### src/rtl/evt_irq_pkg.sv
`timescale 1ns/1ps
// Package: shared constants and register-select encoding for the
// edge-event interrupt aggregator. Assumes one event bit per source.
package evt_irq_pkg;
    localparam int SLOT_BYTES = 16;
    localparam int DATA_W     = 32;

    typedef enum logic [1:0] {
        SEL_LEVEL  = 2'd0,
        SEL_PEND   = 2'd1,
        SEL_ENABLE = 2'd2,
        SEL_NONE   = 2'd3
    } reg_sel_e;
endpackage

### src/rtl/evt_sync.sv
`timescale 1ns/1ps
// Module: multi-stage synchronizer for a vector of asynchronous levels.
// Assumes each bit is independent (no bus coherency is needed).
module evt_sync #(
    parameter int WIDTH  = 6,
    parameter int STAGES = 2
) (
    input  logic             clk,
    input  logic             rst_n,
    input  logic [WIDTH-1:0] async_i,
    output logic [WIDTH-1:0] sync_o
);
    logic [WIDTH-1:0] stage_q [STAGES];

    // Shift the sampled levels down the flop chain.
    always_ff @(posedge clk) begin
        if (!rst_n) begin
            for (int i = 0; i < STAGES; i++) stage_q[i] <= '0;
        end else begin
            stage_q[0] <= async_i;
            for (int i = 1; i < STAGES; i++) stage_q[i] <= stage_q[i-1];
        end
    end

    assign sync_o = stage_q[STAGES-1];
endmodule

### src/rtl/evt_source.sv
`timescale 1ns/1ps
// Module: one event slot. Detects falling edges of a synchronous level,
// holds a sticky pending flag, holds an enable flag and drives a
// registered request. Assumes lvl_i is already synchronous to clk.
module evt_source (
    input  logic clk,
    input  logic rst_n,
    input  logic lvl_i,
    input  logic clr_wr_i,
    input  logic en_wr_i,
    input  logic en_val_i,
    output logic pend_o,
    output logic en_o,
    output logic req_o
);
    logic lvl_q;
    logic pend_q;
    logic en_q;
    logic req_q;
    logic fall_w;

    assign fall_w = lvl_q & ~lvl_i;

    // Remember the previous level for edge detection.
    always_ff @(posedge clk) begin
        if (!rst_n) lvl_q <= 1'b0;
        else        lvl_q <= lvl_i;
    end

    // Sticky pending flag; a new edge beats a same-cycle clear.
    always_ff @(posedge clk) begin
        if (!rst_n) pend_q <= 1'b0;
        else        pend_q <= fall_w | (pend_q & ~clr_wr_i);
    end

    // Enable flag written by software.
    always_ff @(posedge clk) begin
        if (!rst_n)       en_q <= 1'b0;
        else if (en_wr_i) en_q <= en_val_i;
    end

    // Registered request line.
    always_ff @(posedge clk) begin
        if (!rst_n) req_q <= 1'b0;
        else        req_q <= pend_q & en_q;
    end

    assign pend_o = pend_q;
    assign en_o   = en_q;
    assign req_o  = req_q;

    AST_PEND_ON_FALL: assert property (@(posedge clk) disable iff (!rst_n)
        (lvl_q && !lvl_i) |=> pend_q);
    AST_NO_SPURIOUS_SET: assert property (@(posedge clk) disable iff (!rst_n)
        (!pend_q && !(lvl_q && !lvl_i)) |=> !pend_q);
    AST_CLEAR_WORKS: assert property (@(posedge clk) disable iff (!rst_n)
        (clr_wr_i && !(lvl_q && !lvl_i)) |=> !pend_q);
    AST_SET_WINS: assert property (@(posedge clk) disable iff (!rst_n)
        (clr_wr_i && lvl_q && !lvl_i) |=> pend_q);
    AST_REQ_FOLLOWS: assert property (@(posedge clk) disable iff (!rst_n)
        (pend_q && en_q) |=> req_q);
    AST_REQ_MASKED: assert property (@(posedge clk) disable iff (!rst_n)
        (!en_q) |=> !req_q);
endmodule

### src/rtl/evt_regbus.sv
`timescale 1ns/1ps
// Module: register decode and read mux for the event slots. Each slot is
// SLOT_BYTES wide; word 0 level, word 1 pending (W1C), word 2 enable.
// Assumes single-cycle requests; read data is registered.
module evt_regbus
    import evt_irq_pkg::*;
#(
    parameter int NUM_SRC = 8,
    parameter int ADDR_W  = 8
) (
    input  logic               clk,
    input  logic               rst_n,
    input  logic               req_valid,
    input  logic               req_write,
    input  logic [ADDR_W-1:0]  req_addr,
    input  logic [DATA_W-1:0]  req_wdata,
    input  logic [NUM_SRC-1:0] lvl_i,
    input  logic [NUM_SRC-1:0] pend_i,
    input  logic [NUM_SRC-1:0] en_i,
    output logic [NUM_SRC-1:0] clr_wr_o,
    output logic [NUM_SRC-1:0] en_wr_o,
    output logic               wr_bit_o,
    output logic [DATA_W-1:0]  rdata_o
);
    localparam int IDX_LSB = $clog2(SLOT_BYTES);
    localparam int IDX_W   = ADDR_W - IDX_LSB;

    logic [IDX_W-1:0]  idx_w;
    reg_sel_e          sel_w;
    logic [DATA_W-1:0] rd_d;
    logic [DATA_W-1:0] rdata_q;
    logic              unused_bits;

    assign idx_w       = req_addr[ADDR_W-1:IDX_LSB];
    assign sel_w       = reg_sel_e'(req_addr[3:2]);
    assign wr_bit_o    = req_wdata[0];
    assign unused_bits = ^{req_wdata[DATA_W-1:1], req_addr[1:0]};

    // Decode write strobes for each slot.
    always_comb begin
        clr_wr_o = '0;
        en_wr_o  = '0;
        for (int k = 0; k < NUM_SRC; k++) begin
            if (req_valid && req_write && (int'(idx_w) == k)) begin
                clr_wr_o[k] = (sel_w == SEL_PEND) && req_wdata[0];
                en_wr_o[k]  = (sel_w == SEL_ENABLE);
            end
        end
    end

    // Select the read value for the addressed slot and word.
    always_comb begin
        rd_d = '0;
        for (int k = 0; k < NUM_SRC; k++) begin
            if (int'(idx_w) == k) begin
                case (sel_w)
                    SEL_LEVEL:  rd_d[0] = lvl_i[k];
                    SEL_PEND:   rd_d[0] = pend_i[k];
                    SEL_ENABLE: rd_d[0] = en_i[k];
                    default:    rd_d    = '0;
                endcase
            end
        end
    end

    // Register read data on each read request.
    always_ff @(posedge clk) begin
        if (!rst_n)                      rdata_q <= '0;
        else if (req_valid && !req_write) rdata_q <= rd_d;
    end

    assign rdata_o = rdata_q;

    AST_ONE_TARGET: assert property (@(posedge clk) disable iff (!rst_n)
        $onehot0({clr_wr_o, en_wr_o}));
    AST_UNMAPPED_ZERO: assert property (@(posedge clk) disable iff (!rst_n)
        (req_valid && !req_write && (int'(idx_w) >= NUM_SRC)) |=> (rdata_o == '0));
    AST_UPPER_ZERO: assert property (@(posedge clk) disable iff (!rst_n)
        (rdata_o[DATA_W-1:1] == '0));
endmodule

### src/rtl/evt_irq_ctrl.sv
`timescale 1ns/1ps
// Module: top of the edge-event interrupt aggregator. Source 0 is the
// timer, source 1 the serial port, sources 2.. the user inputs, which
// are resynchronised. Assumes timer/serial levels are synchronous to clk.
module evt_irq_ctrl
    import evt_irq_pkg::*;
#(
    parameter int NUM_USER    = 6,
    parameter int ADDR_W      = 8,
    parameter int SYNC_STAGES = 2
) (
    input  logic                      clk,
    input  logic                      rst_n,
    input  logic                      timer_evt_i,
    input  logic                      serial_evt_i,
    input  logic [NUM_USER-1:0]       user_irq_i,
    input  logic                      req_valid,
    input  logic                      req_write,
    input  logic [ADDR_W-1:0]         req_addr,
    input  logic [DATA_W-1:0]         req_wdata,
    output logic [DATA_W-1:0]         rsp_rdata,
    output logic [NUM_USER+1:0]       irq_o
);
    localparam int NUM_SRC = NUM_USER + 2;

    logic [NUM_USER-1:0] user_sync_w;
    logic [NUM_SRC-1:0]  lvl_w;
    logic [NUM_SRC-1:0]  pend_w;
    logic [NUM_SRC-1:0]  en_w;
    logic [NUM_SRC-1:0]  clr_wr_w;
    logic [NUM_SRC-1:0]  en_wr_w;
    logic                wr_bit_w;

    evt_sync #(.WIDTH(NUM_USER), .STAGES(SYNC_STAGES)) u_sync (
        .clk     (clk),
        .rst_n   (rst_n),
        .async_i (user_irq_i),
        .sync_o  (user_sync_w)
    );

    assign lvl_w = {user_sync_w, serial_evt_i, timer_evt_i};

    for (genvar k = 0; k < NUM_SRC; k++) begin : g_src
        evt_source u_src (
            .clk      (clk),
            .rst_n    (rst_n),
            .lvl_i    (lvl_w[k]),
            .clr_wr_i (clr_wr_w[k]),
            .en_wr_i  (en_wr_w[k]),
            .en_val_i (wr_bit_w),
            .pend_o   (pend_w[k]),
            .en_o     (en_w[k]),
            .req_o    (irq_o[k])
        );
    end

    evt_regbus #(.NUM_SRC(NUM_SRC), .ADDR_W(ADDR_W)) u_bus (
        .clk       (clk),
        .rst_n     (rst_n),
        .req_valid (req_valid),
        .req_write (req_write),
        .req_addr  (req_addr),
        .req_wdata (req_wdata),
        .lvl_i     (lvl_w),
        .pend_i    (pend_w),
        .en_i      (en_w),
        .clr_wr_o  (clr_wr_w),
        .en_wr_o   (en_wr_w),
        .wr_bit_o  (wr_bit_w),
        .rdata_o   (rsp_rdata)
    );

    AST_RESET_QUIET: assert property (@(posedge clk)
        $past(!rst_n) |-> (irq_o == '0));
    AST_USER_SYNCED: assert property (@(posedge clk) disable iff (!rst_n)
        $fell(user_sync_w[0]) |-> $past(!user_irq_i[0], 2));
endmodule

### config.mk
export PLATFORM = sky130hd
export DESIGN_NAME = evt_irq_ctrl
export DESIGN_NICKNAME = d
export VERILOG_FILES = /design/src/rtl/evt_irq_pkg.sv /design/src/rtl/evt_sync.sv /design/src/rtl/evt_source.sv /design/src/rtl/evt_regbus.sv /design/src/rtl/evt_irq_ctrl.sv
export SDC_FILE = /design/constraint.sdc
export NUM_CORES = 1
export LEC_CHECK = 0
export ABC_AREA = 1
export BUFFER_PORTS_ARGS = -buffer_cell sky130_fd_sc_hd__buf_2
export CORE_ASPECT_RATIO = 1.5
export CORE_MARGIN = 3
export CORE_UTILIZATION = 47
export CTS_CLUSTER_SIZE = 14
export DETAILED_ROUTE_END_ITERATION = 8
export PLACE_DENSITY = 0.8
export SLEW_MARGIN = 0
export SYNTH_ARGS = -nofsm -noshare
export SYNTH_HDL_FRONTEND = slang
export SYNTH_SLANG_ARGS = --single-unit
### constraint.sdc
create_clock -name clk -period 1.1 [get_ports clk]
set_input_delay 0.055 -clock clk [delete_from_list [all_inputs] [get_ports clk]]
set_output_delay 0.055 -clock clk [all_outputs]
set_load 0.1 [all_outputs]
After elaboration in Yosys (flattened, before gate mapping)
Memories as Yosys holds them, arrays and structs flattened.
Cells that the tools add are included.
{"block": "totals", "register_bits": 64, "mem_bits_rw": 12, "in_bits": 52, "output_inout_bits": 40, "word_cells": 150, "memories": 1}
{"block": "classes", "n_eq_ne": 9, "muxes": 42, "bitwise_logic": 50, "reduce_logical": 15}
{"name": "u_sync.stage_q", "depth": 2, "width": 6, "rd": 2, "rd_clocked_by_memory_dff": 0, "wr": 2, "line": "evt_sync.sv:13", "rtl": "logic [WIDTH-1:0] stage_q [STAGES];"}
{"operator": "32-bit 2-to-1 mux", "count": 7}
{"operator": "31-bit 2-to-1 mux", "count": 6}
{"operator": "1-bit bitwise AND", "count": 24}
{"operator": "1-bit case mux with 3 select lines", "count": 8}
{"operator": "1-bit 2-to-1 mux", "count": 19}
{"operator": "4-bit == test, second input constant", "count": 4}
{"operator": "1-bit NOT", "count": 16}
{"operator": "6-bit 2-to-1 mux", "count": 2}
{"operator": "1-bit logical AND", "count": 11}
{"operator": "1-bit bitwise OR", "count": 10}
{"operator": "4-bit by 3-bit == test with 1-bit output, second input constant", "count": 2}
{"operator": "4-bit by 2-bit == test with 1-bit output, second input constant", "count": 1}
{"operator": "4-bit zero test", "count": 1}
{"operator": "3-bit OR reduction", "count": 1}
{"operator": "2-bit by 1-bit == test with 1-bit output, second input constant", "count": 1}
{"operator": "2-bit == test, second input constant", "count": 1}
{"operator": "2-bit zero test", "count": 1}
{"operator": "1-bit zero test", "count": 1}

Logic depth before layout (Yosys ltp)
{"block": "depth", "ltp_word": 16, "mapped_depth": 11, "mapped_depth_nobuf": 11}

Cells and area by module
Synthesis repeated with hierarchy kept, for this count alone.
{"block": "unflattened", "cells_unflattened": 322, "area_unflattened_um2": 2175.8}
{"mod": "evt_source", "n_inst": 8, "cells_each": 18, "area_per_inst_um2": 138.9, "seq_area_each_um2": 80.1}
{"mod": "evt_regbus", "n_inst": 1, "cells_each": 135, "area_per_inst_um2": 678.2, "seq_area_each_um2": 20.0}
{"mod": "evt_sync", "n_inst": 1, "cells_each": 43, "area_per_inst_um2": 386.6, "seq_area_each_um2": 240.2}

Worst setup path after synthesis
Ideal clock, no wire load.
{"block": "synth_path", "path_kind": "register to register", "start": "register u_bus.rdata_o[0] (netlist name)", "end": "register u_bus.rdata_q[0], in the netlist u_bus.rdata_o[0]", "setup_time_ps": 65, "t_arrival_ps": 1234, "required_time_ps": 1035, "setup_slack_ps": -199, "path_stages_with_launch": 3, "n_path_buf": 0, "synth_period_minus_slack_ps": 1299, "cell_sequence": "dfxtp_1 o21ai_0 nor2_1"}
{"element": "end signal: assignment", "line": "evt_regbus.sv:69", "rtl": "else if (req_valid && !req_write) rdata_q <= rd_d;"}
{"element": "end: declaration", "line": "evt_regbus.sv:31", "rtl": "logic [DATA_W-1:0] rdata_q;"}

Worst setup path in the final report
{"block": "layout_path", "start": "register g_src[1].u_src.en_q", "end": "register u_bus.rdata_q[0], in the netlist u_bus.rdata_o[0]"}
{"block": "layout_between", "elab_chain_len": 8}
{"element": "start: declaration", "line": "evt_source.sv:18", "rtl": "logic en_q;"}
{"element": "start signal: assignment", "line": "evt_source.sv:39", "rtl": "else if (en_wr_i) en_q <= en_val_i;"}
{"element": "1-bit case mux with 3 select lines", "line": "evt_regbus.sv:56", "rtl": "case (sel_w)"}
{"element": "32-bit 2-to-1 mux (7 in series)", "line": "evt_regbus.sv:55", "rtl": "if (int'(idx_w) == k) begin"}
Every way passes these cells.
A chain may end at the register's enable or synchronous reset.

==> run summary <==
# H-tree levels = 2
Power Dens Cells = 1350 nW/um^2
Top-count cell post-synth = nand2_1
Number of fill cells = 375
Static Leak = 0.00125 uW
FF-to-FF path depth = 8
Top cells by area, synth = dfxtp_1, buf_4, nand2_1, inv_1, o21ai_0
Clock-pin slew on the worst setup and hold paths = 80 ps
Final instance area = 2490 sq um
Maximum capacitance violations = 0
Synth-to-Final Area Change = 20.2%
Crit path cell chain = nand3_2, nand3_2, nand2_2, nand3_2, nor2_2, nand4_1, nor2_1, nor2_1
Status = complete, but fails checks
Cell Count, Final, Fillers Out = 374
Worst-case clock buffer depth = 2
TritonCTS clock tree = yes
# clock sinks = 45
Buf/Inv on CP = 0
RePlAce Congestion = 0.810
Setup CP Type = flip-flop to flip-flop
Slowest stage delay, CP = 340 ps
First-pass GRT wire length = 6220 microns
Synth area leader = dfxtp_1
Failing checks = setup timing
Die area = 5260 sq um
Initial DRC Count = 62
Worst EP arrival = 1310 ps
Crit-path slowest cell = dfxtp_2
Post-place setup slack = -56.2 ps
F_max = 0.892 GHz
CP endpoint kind = flip-flop
Commonest cells post-synth = nand2_1, inv_1, dfxtp_1, buf_4, o21ai_0
Avg Inst Size Synth = 7.23 sq um
Initial Util = 48.9%
Fin nets = 381
Critical R2R Launch = g_src[1].u_src.en_o$_SDFFE_PN0P_
Top_reg_cell synth = dfxtp_1
DRT Pass-1 Iters = 4
DR vias/cell = 4.61
WHS Endpoint = g_src[0].u_src.pend_o$_SDFF_PN0_
Register area share after synthesis = 43.4%
Maximum fanout along the worst path = 3
Ys Warns = 0
Post-layout util = 58.7%
Cell count after placement = 360
# DRC = 0
Skew final = 5.83 ps
Synth Register Bits = 45
Start point of the worst hold path = timer_evt_i
Setup tns final = -20.6 ps
Max-slew violations = 0
Hold crit path type = input port to flip-flop
Synth async-reset ratio = 0%
Cell variety after synth = 19
Share of cells above drive strength 1 = 22.0%
Port-buffer cells = 27
Final setup margin = -20.6 ps
Vias in the first global route = 1,566
Peak supply drop = 1.03 mV
Post-DP HPWL = 2850 microns
Reg-to-reg slack, setup = -20 ps
Remaining Overflow, GRT = 0
Post-CTS setup buffer count = 0
Drt total wl = 3890 microns
Mapped Area = 2070 sq um
Overall Global Routing Usage = 15.6%
Critical path's most frequent cell = nand3_2
Hold Crit Depth = 4
Core ar. = 4250 sq um
Antenna-violating nets left = 0
Fin crit period = 1120 ps
RSZ-0062 raised after global routing = yes
Die Ht = 87.4 microns
Post-synth EDFFs = 0
Root buf cell = clkbuf_8
Final setup violation count = 1
WL per Instance = 10.4 microns
Reg2Reg Capture Point = u_bus.rdata_o[0]$_SDFFE_PN0P_
Startpoint types = flip-flop
Detailed-route via count = 1,724
Top-area cell type share of the netlist area = 43.4%
Crit-path leading delay family = simple AND/OR/NAND/NOR gates
Initial antenna violation count = 0
Final period utilization = 102%
Clock latency on the worst-skew pair = 290 ps
Diode count = 0
Pin count of the biggest net entering global routing = 20
Cell Area, Placed = 2290 sq um
TritonCTS Buffers = 5
Final count of hold timing violations = 0
Core Rows = 29
Cell count after synthesis = 287
I/O Pins = 92
Critical Path RT = 1290 ps
Die X = 60.2 microns
-- area by class of cell --
type                    instances  area (sq um)  area share, %
clock inverters                 1          5.00          0.201
well taps                      46          57.6           2.31
repair buffers                 49           435           17.5
inverters                      53           201           8.08
multi-input cells             175           817           32.8
flip-flops and latches         45           908           36.4
clock buffers                   5          68.8           2.76
-- per-layer routing --
layer | routed length [microns] | up-vias | global-route usage [%] | share of wire, %
li1 | - | 897 | - | -
met5 | 0 | - | 0 | 0
met4 | 80 | 0 | 8.67 | 2.1
met2 | 2040 | 70 | 28.0 | 52
met1 | 1490 | 750 | 15.4 | 38
met3 | 281 | 7 | 4.30 | 7.2
-- how the worst max path moves through the flow --
stage,from,endpoint,slack [ps],cells past startpoint
global route,g_src[2].u_src.en_o$_SDFFE_PN0P_,u_bus.rdata_o[0]$_SDFFE_PN0P_,-90,8
detailed placement,req_addr[6],u_bus.rdata_o[0]$_SDFFE_PN0P_,-60,11
global placement,req_addr[6],u_bus.rdata_o[0]$_SDFFE_PN0P_,-60,11
floorplan,u_bus.rdata_o[0]$_SDFFE_PN0P_,u_bus.rdata_o[0]$_SDFFE_PN0P_,130,2
CTS,g_src[2].u_src.en_o$_SDFFE_PN0P_,u_bus.rdata_o[0]$_SDFFE_PN0P_,4,8
finish,g_src[1].u_src.en_o$_SDFFE_PN0P_,u_bus.rdata_o[0]$_SDFFE_PN0P_,-20,8
-- logic make-up after synthesis --
family / Yosys count / share of synthesized area, %
DFF: 45 / 43.4
other: 1 / 0.181
buffers and inverters: 97 / 24.8
and+or+nand+nor: 103 / 21.5
AOI/OAI and AO/OA: 41 / 10.1
-- registers in the layout, summed over array words and instances, names as in the netlist --
signal and flops:
g_src.u_src.pend_o 8, g_src.u_src.en_o 8, u_bus.rdata_o 1, g_src.u_src.lvl_q 8
u_sync.stage_q 12, g_src.u_src.req_o 8
-- metrics by stage --
stage / hold WS (ps) / power, uW
after CTS: 40.9 / 3390
after floorplan: 148 / 2420
after detailed placement: 240 / 2460
after global placement: 237 / 2450
final: 42.9 / 3370
after global routing: 68.0 / 3490
-- tightest hold or removal path, stage by stage --
cell	delay, ps
buf_2	100
inv_1	40
nand2_1	40
a21oi_1	50
-- cells in the final DEF, fill, tap and decap left out --
cell | Yosys | layout
a21oi_1 | 16 | 16
buf_12 | 0 | 8
buf_2 | 1 | 21
buf_4 | 39 | 12
clkbuf_8 | 0 | 5
clkinv_2 | 0 | 1
conb_1 | 1 | 31
dfxtp_1 | 45 | 39
dfxtp_2 | 0 | 6
dlygate4sd3_1 | 0 | 8
inv_1 | 50 | 50
inv_2 | 2 | 2
inv_4 | 1 | 1
nand2_1 | 54 | 51
nand2_2 | 3 | 6
nand2_4 | 1 | 1
nand3_1 | 18 | 11
nand3_2 | 1 | 8
nand4_1 | 1 | 1
nor2_1 | 15 | 14
nor2_2 | 0 | 1
nor3_1 | 10 | 10
o21ai_0 | 21 | 21
o22ai_1 | 4 | 4
-- where the power goes --
group / switching, uW / internal (uW) / total (uW)
registers: 18.9 / 1670 / 1690
logic: 637 / 130 / 767
clock network: 494 / 418 / 912
-- repair_timing --
item,CTS,global route
gates resized for setup,0,16
endpoints found under the hold margin,8,0
endpoints found under the setup margin,0,1
hold buffers,8,0
Power figures use the tool's default switching activity.
